==> config.mk <==
export PLATFORM = sky130hd
export DESIGN_NAME = dwt_subband_scaler
export DESIGN_NICKNAME = d
export VERILOG_FILES = /design/src/rtl/dwt_scl_pkg.sv /design/src/rtl/dwt_scl_decode.sv /design/src/rtl/dwt_scl_lane.sv /design/src/rtl/dwt_subband_scaler.sv
export SDC_FILE = /design/constraint.sdc
export NUM_CORES = 1
export LEC_CHECK = 0
export BUFFER_PORTS_ARGS = -buffer_cell sky130_fd_sc_hd__buf_4
export CORE_MARGIN = 4
export CORE_UTILIZATION = 46
export DETAILED_ROUTE_END_ITERATION = 8
export GPL_ROUTABILITY_DRIVEN = 1
export PLACE_DENSITY = 0.68
export SLEW_MARGIN = 20
export SYNTH_ARGS = -nofsm -noshare
export SYNTH_HDL_FRONTEND = slang
export SYNTH_SLANG_ARGS = --single-unit
==> constraint.sdc <==
create_clock -name clk -period 8.34 [get_ports clk]
set_input_delay 0.417 -clock clk [delete_from_list [all_inputs] [get_ports clk]]
set_output_delay 0.417 -clock clk [all_outputs]
set_load 0.05 [all_outputs]
==> src/rtl/dwt_scl_pkg.sv <==
package dwt_scl_pkg;

    // Subband classes, decoded from {row_high, col_high}
    typedef enum logic [1:0] {
        BAND_LL = 2'b00,
        BAND_LH = 2'b01,
        BAND_HL = 2'b10,
        BAND_HH = 2'b11
    } band_e;

    // Gain path chosen for a coefficient
    typedef enum logic [1:0] {
        GAIN_PASS = 2'd0,
        GAIN_UP   = 2'd1,
        GAIN_DOWN = 2'd2
    } gain_e;

    localparam int unsigned DEF_FRAC_W = 14;
    // k^2 ~ 1.321590 and 1/k^2 ~ 0.756664 in Q(DEF_FRAC_W)
    localparam int unsigned DEF_GAIN_UP_Q   = 21653;
    localparam int unsigned DEF_GAIN_DOWN_Q = 12397;

endpackage

==> src/rtl/dwt_scl_decode.sv <==
module dwt_scl_decode
    import dwt_scl_pkg::*;
(
    input  logic  row_high,
    input  logic  col_high,
    output band_e band,
    output gain_e gain_sel
);

    always_comb begin
        band = band_e'({row_high, col_high});
        unique case (band)
            BAND_LL: gain_sel = GAIN_UP;
            BAND_HH: gain_sel = GAIN_DOWN;
            BAND_LH,
            BAND_HL: gain_sel = GAIN_PASS;
            default: gain_sel = GAIN_PASS;
        endcase
    end

endmodule

==> src/rtl/dwt_scl_lane.sv <==
module dwt_scl_lane
    import dwt_scl_pkg::*;
#(
    parameter int unsigned DATA_W      = 16,
    parameter int unsigned FRAC_W      = DEF_FRAC_W,
    parameter int unsigned GAIN_UP_Q   = DEF_GAIN_UP_Q,
    parameter int unsigned GAIN_DOWN_Q = DEF_GAIN_DOWN_Q,
    localparam int unsigned OUT_W      = DATA_W + 1,
    localparam int unsigned GAIN_W     = FRAC_W + 1,
    localparam int unsigned PROD_W     = OUT_W + FRAC_W
) (
    input  logic              clk,
    input  logic              rst_n,
    input  logic              in_valid,
    input  logic [DATA_W-1:0] in_data,
    input  logic              in_row_high,
    input  logic              in_col_high,
    output logic              out_valid,
    output logic [OUT_W-1:0]  out_data,
    output logic              out_row_high,
    output logic              out_col_high
);

    band_e               band;
    gain_e               gain_sel;
    logic [GAIN_W-1:0]   gain_q;
    logic signed [PROD_W-1:0] data_x;
    logic signed [PROD_W-1:0] gain_x;
    logic signed [PROD_W-1:0] prod;
    logic [OUT_W-1:0]    trunc_v;
    logic                half_bit;
    logic [OUT_W-1:0]    scaled;
    logic [OUT_W-1:0]    passed;
    logic [OUT_W-1:0]    next_data;

    dwt_scl_decode i_decode (
        .row_high (in_row_high),
        .col_high (in_col_high),
        .band     (band),
        .gain_sel (gain_sel)
    );

    always_comb begin
        gain_q   = (gain_sel == GAIN_UP) ? GAIN_W'(GAIN_UP_Q) : GAIN_W'(GAIN_DOWN_Q);
        data_x   = {{(PROD_W-DATA_W){in_data[DATA_W-1]}}, in_data};
        gain_x   = {{(PROD_W-GAIN_W){1'b0}}, gain_q};
        prod     = data_x * gain_x;
        trunc_v  = prod[FRAC_W +: OUT_W];
        half_bit = prod[FRAC_W-1];
        scaled   = trunc_v + OUT_W'(half_bit);
        passed   = {{(OUT_W-DATA_W){in_data[DATA_W-1]}}, in_data};
        unique case (gain_sel)
            GAIN_UP,
            GAIN_DOWN: next_data = scaled;
            GAIN_PASS: next_data = passed;
            default:   next_data = passed;
        endcase
    end

    always_ff @(posedge clk) begin
        if (!rst_n) begin
            out_valid    <= 1'b0;
            out_data     <= '0;
            out_row_high <= 1'b0;
            out_col_high <= 1'b0;
        end else begin
            out_valid <= in_valid;
            if (in_valid) begin
                out_data     <= next_data;
                out_row_high <= in_row_high;
                out_col_high <= in_col_high;
            end
        end
    end


    valid_delay_chk: assert property (@(posedge clk) disable iff (!rst_n)
        $past(rst_n) |-> (out_valid == $past(in_valid)));


    tag_align_chk: assert property (@(posedge clk) disable iff (!rst_n)
        ($past(rst_n) && $past(in_valid)) |->
            (out_row_high == $past(in_row_high) && out_col_high == $past(in_col_high)));


    pass_through_chk: assert property (@(posedge clk) disable iff (!rst_n)
        ($past(rst_n) && $past(in_valid) && ($past(in_row_high) != $past(in_col_high))) |->
            (out_data == {{(OUT_W-DATA_W){$past(in_data[DATA_W-1])}}, $past(in_data)}));


    idle_hold_chk: assert property (@(posedge clk) disable iff (!rst_n)
        ($past(rst_n) && !$past(in_valid)) |->
            ($stable(out_data) && $stable(out_row_high) && $stable(out_col_high)));

endmodule

==> src/rtl/dwt_subband_scaler.sv <==
module dwt_subband_scaler
    import dwt_scl_pkg::*;
#(
    parameter int unsigned LANES       = 2,
    parameter int unsigned DATA_W      = 16,
    parameter int unsigned FRAC_W      = DEF_FRAC_W,
    parameter int unsigned GAIN_UP_Q   = DEF_GAIN_UP_Q,
    parameter int unsigned GAIN_DOWN_Q = DEF_GAIN_DOWN_Q,
    localparam int unsigned OUT_W      = DATA_W + 1
) (
    input  logic                    clk,
    input  logic                    rst_n,
    input  logic [LANES-1:0]        in_valid,
    input  logic [LANES*DATA_W-1:0] in_data,
    input  logic [LANES-1:0]        in_row_high,
    input  logic [LANES-1:0]        in_col_high,
    output logic [LANES-1:0]        out_valid,
    output logic [LANES*OUT_W-1:0]  out_data,
    output logic [LANES-1:0]        out_row_high,
    output logic [LANES-1:0]        out_col_high
);

    for (genvar g = 0; g < LANES; g++) begin : g_lane
        dwt_scl_lane #(
            .DATA_W      (DATA_W),
            .FRAC_W      (FRAC_W),
            .GAIN_UP_Q   (GAIN_UP_Q),
            .GAIN_DOWN_Q (GAIN_DOWN_Q)
        ) i_lane (
            .clk          (clk),
            .rst_n        (rst_n),
            .in_valid     (in_valid[g]),
            .in_data      (in_data[g*DATA_W +: DATA_W]),
            .in_row_high  (in_row_high[g]),
            .in_col_high  (in_col_high[g]),
            .out_valid    (out_valid[g]),
            .out_data     (out_data[g*OUT_W +: OUT_W]),
            .out_row_high (out_row_high[g]),
            .out_col_high (out_col_high[g])
        );
    end


    reset_quiet_chk: assert property (@(posedge clk)
        $past(!rst_n) |-> (out_valid == '0 && out_data == '0));

endmodule

==> out/results.ini <==
[layout]
layout_commonest_cell = inv_1
layout_common_cells = inv_1, fa_1, ha_1, nor2_1, nand2_1
nFillCells = 3273
area_growth_pct = 7.99
diodes = 0
nets = 2419
drive_gt1_share_pct = 7.84
fin_area_sq_um = 17300

[clocking]
cts_root_buf = clkbuf_16
postCtsHoldBufs = 0
cts_resized = 0
cts_tree = done
cts.htree.levels = 2
clock_latency_ns = 0.29
cts_setup_buffers = 0
cts_buffer_depth = 2
cts.clk_slew.worst_paths_ns = 0.06
numClockSinks = 40
cts_inserted_buffers = 5

[worst_setup_path]
cp-start-kind = input port
r2r-start = g_lane[0].i_lane.out_data[13]
path_max_fanout = 10
worstRegToRegCells = 2
path_buf_inv = 7
end_kind = flip-flop
reg2reg_setup_slack_ns = 7.58
required_ns = 8.47
worstSetupPathType = input port to flip-flop
slowest_stage = ha_1
slowest_delay_ns = 0.56
path_depth = 29
crit_family = adder cells
worstPathArrival_ns = 7.99
crit_start = in_col_high[0]

[sta]
slew_viol_final = 0
slew_headroom_pct = 32.1
hold_viol_final = 0
fmax_mhz = 127
period_minus_slack_ns = 7.86
worst_pin_slew_ns = 1.02
rsz0062_at_grt = false
setup_viol = 0
skew_ns = 0
fin_crit_sh_pct = 94.2
tns_ns = 0
hold_ws_ns = 0.379

[routing]
drtIter0Drc = 542
routed_wl_mm = 40.4
wl_per_cell_microns = 17.3
drc = 0
viasPerCell = 5.17
vias = 12100
drt_pass1_iterations = 5
ant_nets = 0

[logic_synthesis]
synth_area_per_cell_sq_um = 8.87
netlist_instances = 1810
synth_fa_ha_area_share_pct = 53.6
yosys_warnings = 0
muxShareOfSynthArea_pct = 1.31
synth_edf_count = 0
synth_area_sq_um = 16100
synth_cell_types = 82
synth_simple_gate_area_share_pct = 11.6
synth_top_family_by_area = adder cells
yosys_register_bits = 40
yosys.area_share.xor_xnor_pct = 6.42
ys.flop_type = dfxtp_1
synth_compound_area_share_pct = 9.80
seq_area_frac_synth_pct = 4.99
synthArstFlopShare_pct = 0

[global_routing]
grtUsageTotal_pct = 22.0
top_usage_layer = met2
overflow = 0
met3_usage_pct = 0.919
grt_max_degree = 31
grt_pass1_wl_mm = 67.9
grtUsageMet2_pct = 38.9
grtUsageMet1_pct = 29.1
antenna_found_initial = 0
grt_pass1_vias = 13100

[place]
place_congestion = 0.922
place_area_sq_um = 17200
dpl.hpwl_mm = 35.5
place.port_buffers = 79

[die]
rows = 68
die-height_microns = 195
start_util_pct = 46.6
die_w_microns = 195
io-pin-count = 80
core_area_sq_um = 34500
dieArea_sq_um = 38000

[worst_hold_path]
holdPathStages = 3
hold_start = in_row_high[1]
hp-class = input port to flip-flop

[flow_run]
cap_violations = 0

[outcome]
run_status = completed

## final cells by class
type | instances | area [sq um] | area share (%)
multi-input combinational | 1273 | 13300 | 77.0
clock inverter | 2 | 38.8 | 0.224
inverter | 458 | 1720 | 9.92
clock buffer | 6 | 139 | 0.801
tap | 455 | 569 | 3.28
timing repair buffer | 96 | 721 | 4.16
sequential | 40 | 801 | 4.62
## worst paths after layout
check                                        to
setup / recovery  g_lane[0].i_lane.out_data[14]
hold / removal    g_lane[1].i_lane.out_row_high
hold reg to reg    g_lane[0].i_lane.out_data[3]
setup reg to reg  g_lane[0].i_lane.out_data[13]
## worst reg2reg max path: cells and delay by family (launching register included)
family	cells	cell delay, ns
AOI/OAI and AO/OA	2	0.28
DFF	1	0.32
## per-stage QoR
step / std cells / setup slack (ns) / utilization (%)
floorplan: 1827 / 1.12 / -
global placement: 2322 / 0.281 / 49.8
detailed placement: 2322 / 0.241 / 49.8
CTS: 2330 / 0.542 / 50.3
global route: 2330 / 0.147 / 50.3
finish: 2330 / 0.482 / 50.3
## flip-flops by register name, summed over array words and instances (netlist names)
signal	count
g_lane.i_lane.out_data	34
g_lane.i_lane.out_col_high	2
g_lane.i_lane.out_valid	2
g_lane.i_lane.out_row_high	2
## synth_stat cells (all sizes together), types with 7 or more instances
master  count  area share [%]
a21o       21            0.98
xnor2      88             4.8
nand3      21            0.75
nand2b      9            0.35
o21ai      53             1.7
a31oi      14            0.58
o211ai     14            0.72
and3       11            0.43
a21boi      7            0.33
nor2b      16            0.62
a211oi     11            0.51
inv       458              11
and2       27             1.1
buf        20            0.70
nor3       14            0.53
nor4       11            0.56
nor2      118             2.8
mux2i      21             1.3
nand2     108             2.5
clkbuf     36            0.85
a21oi      64             2.1
ha        201              16
xor2       28             1.6
fa        304              38
dfxtp      40             5.0
or2        16            0.62
nand4      13            0.51
## layer usage
layer	share of wire [%]	up-vias
met5	0	-
met4	3.3	0
met3	3.8	81
met2	50	309
met1	43	5935
li1	-	5726
## cell families (layout without fill, tap and decap cells)
family	count (synthesis)	in the layout
other cells	2	19
compound gates	230	230
xor+xnor	116	116
simple gates	382	382
mux	21	21
buf+inv	514	562
fa+ha+maj	505	505
flops	40	40
Power is not shown: default switching activity piles up to over one toggle a cycle in this logic, so the estimate is an artifact.
